<file path="config.mk">
export PLATFORM = sky130hd
export DESIGN_NAME = utlb_bind_table
export DESIGN_NICKNAME = d
export VERILOG_FILES = /design/src/rtl/utlb_bind_pkg.sv /design/src/rtl/utlb_addr_decode.sv /design/src/rtl/utlb_bind_entry.sv /design/src/rtl/utlb_bind_lookup.sv /design/src/rtl/utlb_bind_table.sv
export SDC_FILE = /design/constraint.sdc
export NUM_CORES = 2
export LEC_CHECK = 0
export ABC_CLOCK_PERIOD_IN_PS = 45700
export BUFFER_PORTS_ARGS = -buffer_cell sky130_fd_sc_hd__buf_4
export CAP_MARGIN = 20
export CORE_MARGIN = 2
export CORE_UTILIZATION = 40
export CTS_BUF_LIST = sky130_fd_sc_hd__clkbuf_8 sky130_fd_sc_hd__clkbuf_16
export DETAILED_ROUTE_END_ITERATION = 7
export GPL_TIMING_DRIVEN = 1
export PLACE_DENSITY = 0.58
export SLEW_MARGIN = 0
export SYNTH_ARGS = -nofsm -noshare
export SYNTH_HDL_FRONTEND = slang
export SYNTH_SLANG_ARGS = --single-unit
</file>
<file path="constraint.sdc">
create_clock -name clk -period 45.7 [get_ports clk]
set_input_delay 0 -clock clk [delete_from_list [all_inputs] [get_ports clk]]
set_output_delay 0 -clock clk [all_outputs]
set_load 0.005 [all_outputs]
</file>
<file path="src/rtl/utlb_bind_pkg.sv">
package utlb_bind_pkg;

  localparam int SEL_W = 4;
  localparam int BYTE_W = 8;
  localparam logic [SEL_W-1:0] SEL_FIXED = 4'd8;

  typedef struct packed {
    logic              en;
    logic [SEL_W-1:0]  sel;
    logic              fix_en;
    logic [BYTE_W-1:0] fix_val;
    logic [BYTE_W-1:0] id_hi;
    logic [BYTE_W-1:0] id_lo;
  } bind_entry_t;

  function automatic logic [31:0] pack_ctrl(bind_entry_t e);
    return {e.fix_en, 7'b0, e.fix_val, 8'b0, e.sel, 3'b0, e.en};
  endfunction

  function automatic logic [31:0] pack_id(bind_entry_t e);
    return {16'b0, e.id_hi, e.id_lo};
  endfunction

  function automatic bind_entry_t unpack_wdata(logic [31:0] w);
    bind_entry_t e;
    e.en      = w[0];
    e.sel     = w[7:4];
    e.fix_en  = w[31];
    e.fix_val = w[23:16];
    e.id_hi   = w[15:8];
    e.id_lo   = w[7:0];
    return e;
  endfunction

endpackage

</file>
<file path="src/rtl/utlb_addr_decode.sv">
module utlb_addr_decode #(
  parameter int ADDR_W = 12,
  parameter int NUM_ENTRIES = 48,
  parameter int SPLIT_IDX = 32,
  parameter int STRIDE_LG2 = 4,
  parameter int ID_OFS = 8,
  parameter logic [ADDR_W-1:0] BASE_LO = 12'h300,
  parameter logic [ADDR_W-1:0] BASE_HI = 12'h600,
  localparam int IDX_W = $clog2(NUM_ENTRIES)
) (
  input  logic [ADDR_W-1:0] addr,
  output logic              ctrl_hit,
  output logic              id_hit,
  output logic [IDX_W-1:0]  idx
);

  localparam int LO_SPAN = SPLIT_IDX << STRIDE_LG2;
  localparam int HI_SPAN = (NUM_ENTRIES - SPLIT_IDX) << STRIDE_LG2;
  localparam logic [ADDR_W-1:0] LO_END = ADDR_W'(int'(BASE_LO) + LO_SPAN);
  localparam logic [ADDR_W-1:0] HI_END = ADDR_W'(int'(BASE_HI) + HI_SPAN);
  localparam logic [STRIDE_LG2-1:0] OFS_CTRL = '0;
  localparam logic [STRIDE_LG2-1:0] OFS_ID = STRIDE_LG2'(ID_OFS);

  logic              in_lo, in_hi, in_any;
  logic [ADDR_W-1:0] rel, idx_wide;
  logic [STRIDE_LG2-1:0] off;

  always_comb begin
    in_lo    = (addr >= BASE_LO) && (addr < LO_END);
    in_hi    = (addr >= BASE_HI) && (addr < HI_END);
    rel      = in_lo ? (addr - BASE_LO) : (addr - BASE_HI);
    off      = rel[STRIDE_LG2-1:0];
    idx_wide = (rel >> STRIDE_LG2) + (in_hi ? ADDR_W'(SPLIT_IDX) : '0);
    in_any   = (in_lo || in_hi) && (idx_wide[ADDR_W-1:IDX_W] == '0);
    ctrl_hit = in_any && (off == OFS_CTRL);
    id_hit   = in_any && (off == OFS_ID);
    idx      = idx_wide[IDX_W-1:0];
  end

endmodule

</file>
<file path="src/rtl/utlb_bind_entry.sv">
module utlb_bind_entry
  import utlb_bind_pkg::*;
(
  input  logic        clk,
  input  logic        rst_n,
  input  logic        wr_ctrl,
  input  logic        wr_id,
  input  bind_entry_t wr_val,
  input  logic        flush_req,
  output bind_entry_t ent_o,
  output logic        flush_o
);

  bind_entry_t ent_q, ent_d;
  logic        ent_ld;
  logic        flush_q, flush_d;

  always_comb begin
    ent_d  = ent_q;
    ent_ld = wr_ctrl || wr_id;
    if (wr_ctrl) begin
      ent_d.en      = wr_val.en;
      ent_d.sel     = wr_val.sel;
      ent_d.fix_en  = wr_val.fix_en;
      ent_d.fix_val = wr_val.fix_val;
    end
    if (wr_id) begin
      ent_d.id_hi = wr_val.id_hi;
      ent_d.id_lo = wr_val.id_lo;
    end
    flush_d = wr_ctrl && flush_req;
  end

  always_ff @(posedge clk or negedge rst_n) begin
    if (!rst_n) begin
      ent_q <= '0;
    end else if (ent_ld) begin
      ent_q <= ent_d;
    end
  end

  always_ff @(posedge clk or negedge rst_n) begin
    if (!rst_n) begin
      flush_q <= 1'b0;
    end else begin
      flush_q <= flush_d;
    end
  end

  assign ent_o   = ent_q;
  assign flush_o = flush_q;

endmodule

</file>
<file path="src/rtl/utlb_bind_lookup.sv">
module utlb_bind_lookup
  import utlb_bind_pkg::*;
#(
  parameter int NUM_ENTRIES = 48,
  localparam int IDX_W = $clog2(NUM_ENTRIES)
) (
  input  bind_entry_t      ents [NUM_ENTRIES],
  input  logic [IDX_W-1:0] idx,
  output bind_entry_t      hit_o,
  output logic             fixed_o
);

  logic             in_range;
  logic [IDX_W-1:0] safe_idx;
  bind_entry_t      sel_ent;

  always_comb begin
    in_range = 32'(idx) < NUM_ENTRIES;
    safe_idx = in_range ? idx : '0;
    sel_ent  = ents[safe_idx];
    hit_o    = '0;
    if (in_range && sel_ent.en) begin
      hit_o = sel_ent;
    end
    fixed_o = hit_o.en && (hit_o.sel == SEL_FIXED);
  end

endmodule

</file>
<file path="src/rtl/utlb_bind_table.sv">
module utlb_bind_table
  import utlb_bind_pkg::*;
#(
  parameter int ADDR_W = 12,
  parameter int NUM_ENTRIES = 48,
  parameter int SPLIT_IDX = 32,
  parameter int STRIDE_LG2 = 4,
  parameter int ID_OFS = 8,
  parameter logic [ADDR_W-1:0] BASE_LO = 12'h300,
  parameter logic [ADDR_W-1:0] BASE_HI = 12'h600,
  localparam int IDX_W = $clog2(NUM_ENTRIES)
) (
  input  logic                   clk,
  input  logic                   rst_n,
  input  logic                   bus_wr,
  input  logic                   bus_rd,
  input  logic [ADDR_W-1:0]      bus_addr,
  input  logic [31:0]            bus_wdata,
  output logic [31:0]            bus_rdata,
  input  logic [IDX_W-1:0]       lk_idx,
  output logic                   lk_en,
  output logic [SEL_W-1:0]       lk_ctx,
  output logic                   lk_fixed,
  output logic                   lk_fix_en,
  output logic [BYTE_W-1:0]      lk_fix_val,
  output logic [BYTE_W-1:0]      lk_id_hi,
  output logic [BYTE_W-1:0]      lk_id_lo,
  output logic [NUM_ENTRIES-1:0] flush_o
);

  // reset: asserted asynchronously, released after two clock edges
  logic rst_meta_q, rst_sync_n;

  always_ff @(posedge clk or negedge rst_n) begin
    if (!rst_n) begin
      rst_meta_q <= 1'b0;
      rst_sync_n <= 1'b0;
    end else begin
      rst_meta_q <= 1'b1;
      rst_sync_n <= rst_meta_q;
    end
  end

  logic             dec_ctrl_hit, dec_id_hit;
  logic [IDX_W-1:0] dec_idx;
  bind_entry_t      wr_val;
  logic             wr_flush;
  logic             wdata_unused;

  utlb_addr_decode #(
    .ADDR_W(ADDR_W), .NUM_ENTRIES(NUM_ENTRIES), .SPLIT_IDX(SPLIT_IDX),
    .STRIDE_LG2(STRIDE_LG2), .ID_OFS(ID_OFS),
    .BASE_LO(BASE_LO), .BASE_HI(BASE_HI)
  ) u_dec (
    .addr(bus_addr), .ctrl_hit(dec_ctrl_hit), .id_hit(dec_id_hit), .idx(dec_idx)
  );

  assign wr_val       = unpack_wdata(bus_wdata);
  assign wr_flush     = bus_wdata[1];
  assign wdata_unused = ^{bus_wdata[30:24], bus_wdata[3:2]};

  bind_entry_t ents [NUM_ENTRIES];

  for (genvar n = 0; n < NUM_ENTRIES; n++) begin : g_ent
    logic sel_n;
    assign sel_n = (dec_idx == IDX_W'(n));
    utlb_bind_entry u_ent (
      .clk(clk), .rst_n(rst_sync_n),
      .wr_ctrl(bus_wr && dec_ctrl_hit && sel_n),
      .wr_id(bus_wr && dec_id_hit && sel_n),
      .wr_val(wr_val), .flush_req(wr_flush),
      .ent_o(ents[n]), .flush_o(flush_o[n])
    );
  end

  // registered read port
  logic [31:0] rdata_q, rdata_d, rd_word;

  always_comb begin
    rd_word = '0;
    if (dec_ctrl_hit) begin
      rd_word = pack_ctrl(ents[dec_idx]);
    end else if (dec_id_hit) begin
      rd_word = pack_id(ents[dec_idx]);
    end
    rdata_d = bus_rd ? rd_word : rdata_q;
  end

  always_ff @(posedge clk or negedge rst_sync_n) begin
    if (!rst_sync_n) begin
      rdata_q <= '0;
    end else begin
      rdata_q <= rdata_d;
    end
  end

  assign bus_rdata = rdata_q;

  bind_entry_t lk_hit;

  utlb_bind_lookup #(.NUM_ENTRIES(NUM_ENTRIES)) u_lk (
    .ents(ents), .idx(lk_idx), .hit_o(lk_hit), .fixed_o(lk_fixed)
  );

  assign lk_en      = lk_hit.en;
  assign lk_ctx     = lk_hit.sel;
  assign lk_fix_en  = lk_hit.fix_en;
  assign lk_fix_val = lk_hit.fix_val;
  assign lk_id_hi   = lk_hit.id_hi;
  assign lk_id_lo   = lk_hit.id_lo;

endmodule

</file>
# --- Yosys cells after proc, flatten, opt, wreduce, memory -nomap -nowiden ---
# Cells that the tools add are included.
# W data, S select, Z words.
totals:
  register_bits: 1522
  in_bits: 54
  output_inout_bits: 111
  elab_cells: 713
classes:
  n_addsub: 3
  order_cmp: 7
  eq_ne: 49
  mux: 12
  bitwise_logic: 2
  reduce_logical: 301
op_table:
  columns: ["cell", "n"]
  rows:
  - ["$bmux W30 S6", 2]
  - ["$reduce_and A2 Y1", 96]
  - ["$logic_and A1 B1 Y1", 153]
  - ["$mux W30", 5]
  - ["$eq A6 B5 Y1 const B", 16]
  - ["$eq A6 B6 Y1 const B", 16]
  - ["$logic_or A1 B1 Y1", 49]
  - ["$eq A6 B4 Y1 const B", 8]
  - ["$mux W32", 1]
  - ["$eq A6 B3 Y1 const B", 4]
  - ["$lt A12 B11 Y1 const B", 2]
  - ["$mux W16", 1]
  - ["$ge A7 B7 Y1 const B", 2]
  - ["$not A6 Y7", 2]
  - ["$add A8 B12 Y12", 1]
  - ["$eq A6 B2 Y1 const B", 2]
  - ["$ge A12 B10 Y1 const B", 1]
  - ["$ge A12 B11 Y1 const B", 1]
  - ["$logic_not A6 Y1", 2]
  - ["$mux W12", 1]
  - ["$mux W6", 2]
  - ["$sub A12 B10 Y12 const B", 1]
  - ["$sub A12 B11 Y12 const B", 1]
  - ["$eq A4 B4 Y1 const B", 2]
  - ["other kinds (3)", 3]

# --- Depth between registers and ports, before layout ---
logic_depth:
  ltp_word: 11
  ltp_mapped: 18
  ltp_nobuf: 12

# --- Modules after synthesis ---
# Synthesis repeated with hierarchy kept, for this count alone.
unflattened:
  cells_unflattened: 6583
  hier_area_um2: 86860.8
by_module_without_submodules:
  columns: ["module", "instances", "cells_each", "area_per_inst_um2", "seq_area_each_um2"]
  rows:
  - ["utlb_bind_entry", 48, 66, 1248.7, 775.7]
  - ["utlb_bind_lookup", 1, 2394, 13925.9, 0.0]
  - ["utlb_bind_table", 1, 981, 12652.1, 675.6]
  - ["utlb_addr_decode", 1, 40, 345.3, 0.0]

# --- Least setup slack after synthesis ---
# No wires, ideal clock.
synth_path:
  path_kind: "input to register"
  startpoint: "in bus_addr[4]"
  endpoint: "reg g_ent[12].u_ent.ent_q (netlist bit g_ent[12].u_ent.ent_o[0])"
  setup_ns: 0.127
  arrival_ns: 4.668
  required_time_ns: 45.573
  setup_slack_ns: 40.904
  path_stages: 18
  n_path_buf: 8
  path_cell_list: "clkbuf_1 > buf_2 > buf_1 > buf_1 > clkbuf_1 > nor2_1 > nand2_1 > nor4b_1 > o21a_1 > ha_1 > ha_1 > or4_1 > clkbuf_1 > nor3_2 > buf_2 > nand2_1 > clkbuf_1 > mux2_1"
synth_via:
  elab_chain_cells: 11
  word_cells_on_any_way: 25
  classes_between: "3 x add/sub; 4 x order compare; 2 x eq/ne; 2 x mux; 14 x reduce/logical"
synth_rtl:
  columns: ["element", "line", "source"]
  rows:
  - ["from (decl)", "utlb_bind_table.sv:17", "input logic [ADDR_W-1:0] bus_addr,"]
  - ["$ge A12 B10 Y1 (tied with other cells)", "utlb_addr_decode.sv:29", "in_lo = (addr >= BASE_LO) && (addr < LO_END);"]
  - ["$logic_and A1 B1 Y1 (on tied branches)", "utlb_addr_decode.sv:29, utlb_addr_decode.sv:30", null]
  - ["$mux W12 or $mux W6 (tied branches)", "utlb_addr_decode.sv:31, utlb_addr_decode.sv:33", null]
  - ["$add A8 B12 Y12", "utlb_addr_decode.sv:33", "idx_wide = (rel >> STRIDE_LG2) + (in_hi ? ADDR_W'(SPLIT_IDX) : '0);"]
  - ["$logic_not A6 Y1", "utlb_addr_decode.sv:34", "in_any = (in_lo || in_hi) && (idx_wide[ADDR_W-1:IDX_W] == '0);"]
  - ["$logic_and A1 B1 Y1", "utlb_addr_decode.sv:34", null]
  - ["$logic_and A1 B1 Y1 (on tied branches)", "utlb_addr_decode.sv:35, utlb_addr_decode.sv:36", null]
  - ["$logic_and A1 B1 Y1 (on tied branches) (2 in series)", "utlb_bind_table.sv:69, utlb_bind_table.sv:70", null]
  - ["$logic_or A1 B1 Y1", "utlb_bind_entry.sv:20", "ent_ld = wr_ctrl || wr_id;"]
  - ["$reduce_and A2 Y1 (no source line) (*)", null, null]
  - ["to (signal assigned)", "utlb_bind_entry.sv:38", "ent_q <= ent_d;"]
  - ["to (decl)", "utlb_bind_entry.sv:14", "bind_entry_t ent_q, ent_d;"]
# Every way passes the cells marked *; elsewhere a longest branch is shown, timed or not.
# A chain may end at the register's enable or synchronous reset.

# --- Final worst setup path ---
layout_path:
  startpoint: "in lk_idx[0]"
  endpoint: "out lk_id_lo[5]"
layout_via:
  elab_chain_cells: 8
layout_rtl:
  columns: ["element", "line", "source"]
  rows:
  - ["from (decl)", "utlb_bind_table.sv:20", "input logic [IDX_W-1:0] lk_idx,"]
  - ["$lt A6 B6 Y1", "utlb_bind_lookup.sv:18", "in_range = 32'(idx) < NUM_ENTRIES;"]
  - ["$mux W6", "utlb_bind_lookup.sv:19", "safe_idx = in_range ? idx : '0;"]
  - ["$not A6 Y7 (not written as such)", "utlb_bind_lookup.sv:20", "sel_ent = ents[safe_idx];"]
  - ["$bmux W30 S6", "utlb_bind_lookup.sv:20", null]
  - ["$mux W30 (not written as such) (2 in series)", "utlb_bind_lookup.sv:20", null]
  - ["$logic_and A1 B1 Y1", "utlb_bind_lookup.sv:22", "if (in_range && sel_ent.en) begin"]
  - ["$mux W30 (*)", "utlb_bind_lookup.sv:22", null]
  - ["to (decl)", "utlb_bind_table.sv:27", "output logic [BYTE_W-1:0] lk_id_lo,"]
# Every way passes the cells marked *; elsewhere a longest branch is shown, timed or not. The select of a mux whose other input is x is not followed.

==> flow_metrics.py <==
metrics = {
    "status": {
        "status": "finished, violations left",
        "violations": "negative hold slack",
    },
    "global_routing": {
        "grt_pass1_vias": 58284,
        "grt_antenna_before_repair": 13,
        "overflow": 0,
        "grt_max_degree": 182,
        "track_usage_pct": 26.7,
        "grt_pass1_wl_um": 413000,
    },
    "critical_path": {
        "path_cells": "buf_8 -> a21boi_4 -> buf_4 -> buf_4 -> buf_4 -> buf_4 -> nand2_1 -> a31oi_1 -> a221oi_1 -> a21oi_1 -> a21oi_1 -> a21oi_1 -> buf_4",
        "cp_common_cell": "buf_4",
        "end_kind": "primary output",
        "arrival_ps": 5890,
        "crit_type": "in -> out",
        "crit_fanout": 69,
        "max_stage_delay_ps": 950,
        "crit_slowest_cell": "buf_4",
        "start_kind": "input port",
        "crit_required_ps": 45700,
    },
    "layout": {
        "n_fill_cell": 18196,
        "drive_above_1_share_pct": 38.6,
        "nets": 6573,
        "final_cells": 9327,
        "syn2layout_area_growth_pct": 11.6,
        "utilization_pct": 45.0,
    },
    "sta": {
        "setup_tns_ps": 0,
        "fmax_ghz": 0.170,
        "slew_headroom_pct": 11.3,
        "finalCriticalPeriod_ps": 5890,
        "setup_viol_count_final": 0,
        "grt_setup_unrepaired": "false",
        "finalCritPeriodShare_pct": 12.9,
        "final_hold_viol_count": 2,
        "finalMaxSlewViolations": 0,
        "tightestPinTransition_ps": 1330,
        "timing.hold.ws_ps": -9.26,
        "fin_skew_ps": 20.8,
    },
    "yosys": {
        "synth_mux_area_share_pct": 35.1,
        "synthArstFlopShare_pct": 100,
        "yosys.area.top_type": "dfrtp_1",
        "yosys-top-cells-area": "dfrtp_1 46%, mux2_2 21%, mux4_2 12%",
        "synth-xor-area-share_pct": 0.0214,
        "netlist_instances": 6684,
        "synth_seq_cells": 1515,
        "synth_top_family_by_area": "multiplexers",
        "synth_top_flop_cell": "dfrtp_1",
        "synth_compound_area_share_pct": 8.01,
        "netlist_area_mm2": 0.0817,
        "seq_area_frac_synth_pct": 46.4,
        "synth_simple_gate_area_share_pct": 6.61,
        "synth_cell_type_count": 65,
        "synth_top_area_share_pct": 46.4,
        "syn_avg_cell_area_um2": 12.2,
        "synth_edf_count": 0,
        "ys_warn_count": 0,
        "yosys.area_share.adder_pct": 0.107,
    },
    "clocking": {
        "cts_tree": "built",
        "post_cts_buffers": 0,
        "cts_max_path_buffers": 3,
        "cts_hold_buf": 32,
        "htree_levels": 4,
        "cts_made_buffers": 169,
        "clk_pin_slew_ps": 60,
        "cts_resized": 0,
        "clock-root-buffer": "clkbuf_16",
        "insertion_delay_ps": 830,
        "cts.sinks": 1515,
    },
    "routing": {
        "dr.first_iter.drc_count": 6223,
        "ant_nets": 0,
        "wl_per_cell_um": 30.3,
        "viasPerCell": 6.31,
        "drt_pass1_iterations": 6,
        "drc": 0,
        "totalWireLength_um": 282000,
        "via_count": 58871,
    },
    "placement": {
        "io_buffers": 150,
        "dp_hpwl_um": 163000,
        "dp.cells": 8976,
        "place_congestion": 0.892,
    },
    "run": {
        "cap_violations": 0,
    },
    "power_and_ir_drop": {
        "power-per-cell-area_mw_per_mm2": 33.0,
        "p_leak_nw": 42.1,
        "vdd.ir_drop.worst_mv": 0.0360,
    },
    "floorplan": {
        "core_area_mm2": 0.203,
        "initial_core_util_pct": 40.3,
        "dieArea_mm2": 0.208,
        "io_pins": 165,
        "die_h_um": 456,
        "die_x_um": 456,
        "num_rows": 165,
    },
    "hold_path": {
        "hp-class": "in -> reg",
    },
}
==> cell usage after synthesis (20+ instances only) <==
cell type	number
mux4_2	423
nand3_1	146
a211oi_1	121
o22ai_1	29
inv_1	32
a22oi_1	42
mux2_2	1503
buf_4	55
nor3_1	83
clkbuf_1	521
a221oi_1	89
dfrtp_1	1515
mux2i_1	182
a31oi_1	187
nand2_1	798
buf_1	139
nor2_1	35
mux2_1	37
a21oi_1	333
nor2b_1	121
o21ai_0	122
a221o_1	20
==> cell usage in the layout (no fill, tap or decap), drive strengths merged, types with 34 or more instances in the layout <==
cell type and count:
clkbuf 211, a22oi 42, mux2 1540, a211oi 121, a221oi 89, nand2 798
nor2b 121, mux4 423, a21oi 333, nor3 86, dfrtp 1515, nor2 35
inv 81, nand3 146, buf 342, mux2i 182, o21ai 122, clkinv 34
a31oi 187
==> registers in the layout, summed over array words and instances (netlist names) <==
signal,cells
bus_rdata,25
g_ent.u_ent.ent_o,1440
rst_meta_q,1
rst_sync_n,1
g_ent.u_ent.flush_o,48
==> cells by family (layout without fill, tap and decap cells) <==
family          after synthesis  count (layout)
buf+inv                     756             714
compound gates             1026            1026
mux                        2145            2145
fa+ha+maj                     7               7
xor+xnor                      2               2
other cells                   2              15
flops                      1515            1515
simple gates               1231            1231
==> power by group <==
group	internal (mW)	switching, mW	total (mW)	leakage, nW
sequential	1.34	0.00317	1.35	21.2
combinational	0.0649	0.202	0.267	17.9
clock	0.808	0.587	1.40	2.97
==> worst max-delay path: cells and delay by family <==
kind,cells,cell delay (ps)
buffers and inverters,6,3900
AO/OA/AOI/OAI,6,1640
AND/OR/NAND/NOR,1,110
==> per-stage QoR <==
| stage | power (mW) | cell area (um^2) | setup WS, ps |
|---|---|---|---|
| after floorplan | 1.53 | 81700 | 342 |
| after global placement | 1.63 | 85000 | 39720 |
| after detailed placement | 1.63 | 85100 | 39720 |
| after CTS | 3.03 | 91100 | 39990 |
| after global routing | 3.10 | 91200 | 39690 |
| final | 3.01 | 91200 | 39810 |
==> area by class of cell <==
type | count | area [um^2] | area share [%]
clock buffer | 211 | 4830 | 5.30
sequential | 1515 | 37900 | 41.6
timing repair buffer | 375 | 3220 | 3.53
clock inverter | 96 | 845 | 0.926
tap | 2672 | 3340 | 3.67
multi-input combinational | 4419 | 40900 | 44.9
inverter | 32 | 120 | 0.132
antenna | 7 | 17.5 | 0.0192
==> worst paths after layout <==
kind / startpoint / endpoint / slack [ps] / depth (start not counted)
min reg2reg: rst_meta_q / rst_sync_n / 350 / 0
min in group asynchronous: rst_sync_n / g_ent[2].u_ent.ent_o[19] / 360 / 0
min: bus_wdata[7] / g_ent[37].u_ent.ent_o[28] / -9 / 2
max reg2reg: rst_sync_n / g_ent[1].u_ent.ent_o[11] / 40500 / 5
max in group asynchronous: rst_sync_n / g_ent[1].u_ent.ent_o[11] / 40500 / 5
max: lk_idx[0] / lk_id_lo[5] / 39810 / 13
==> per-layer routing <==
metal | GRT usage, % | vias up | routed length [um]
li1 | - | 24518 | -
met1 | 36.4 | 30855 | 115000
met2 | 40.9 | 2850 | 128000
met3 | 5.84 | 642 | 25700
met4 | 12.0 | 6 | 14300
met5 | 0 | - | 39
No activity file was read; power rests on OpenSTA's default activity.
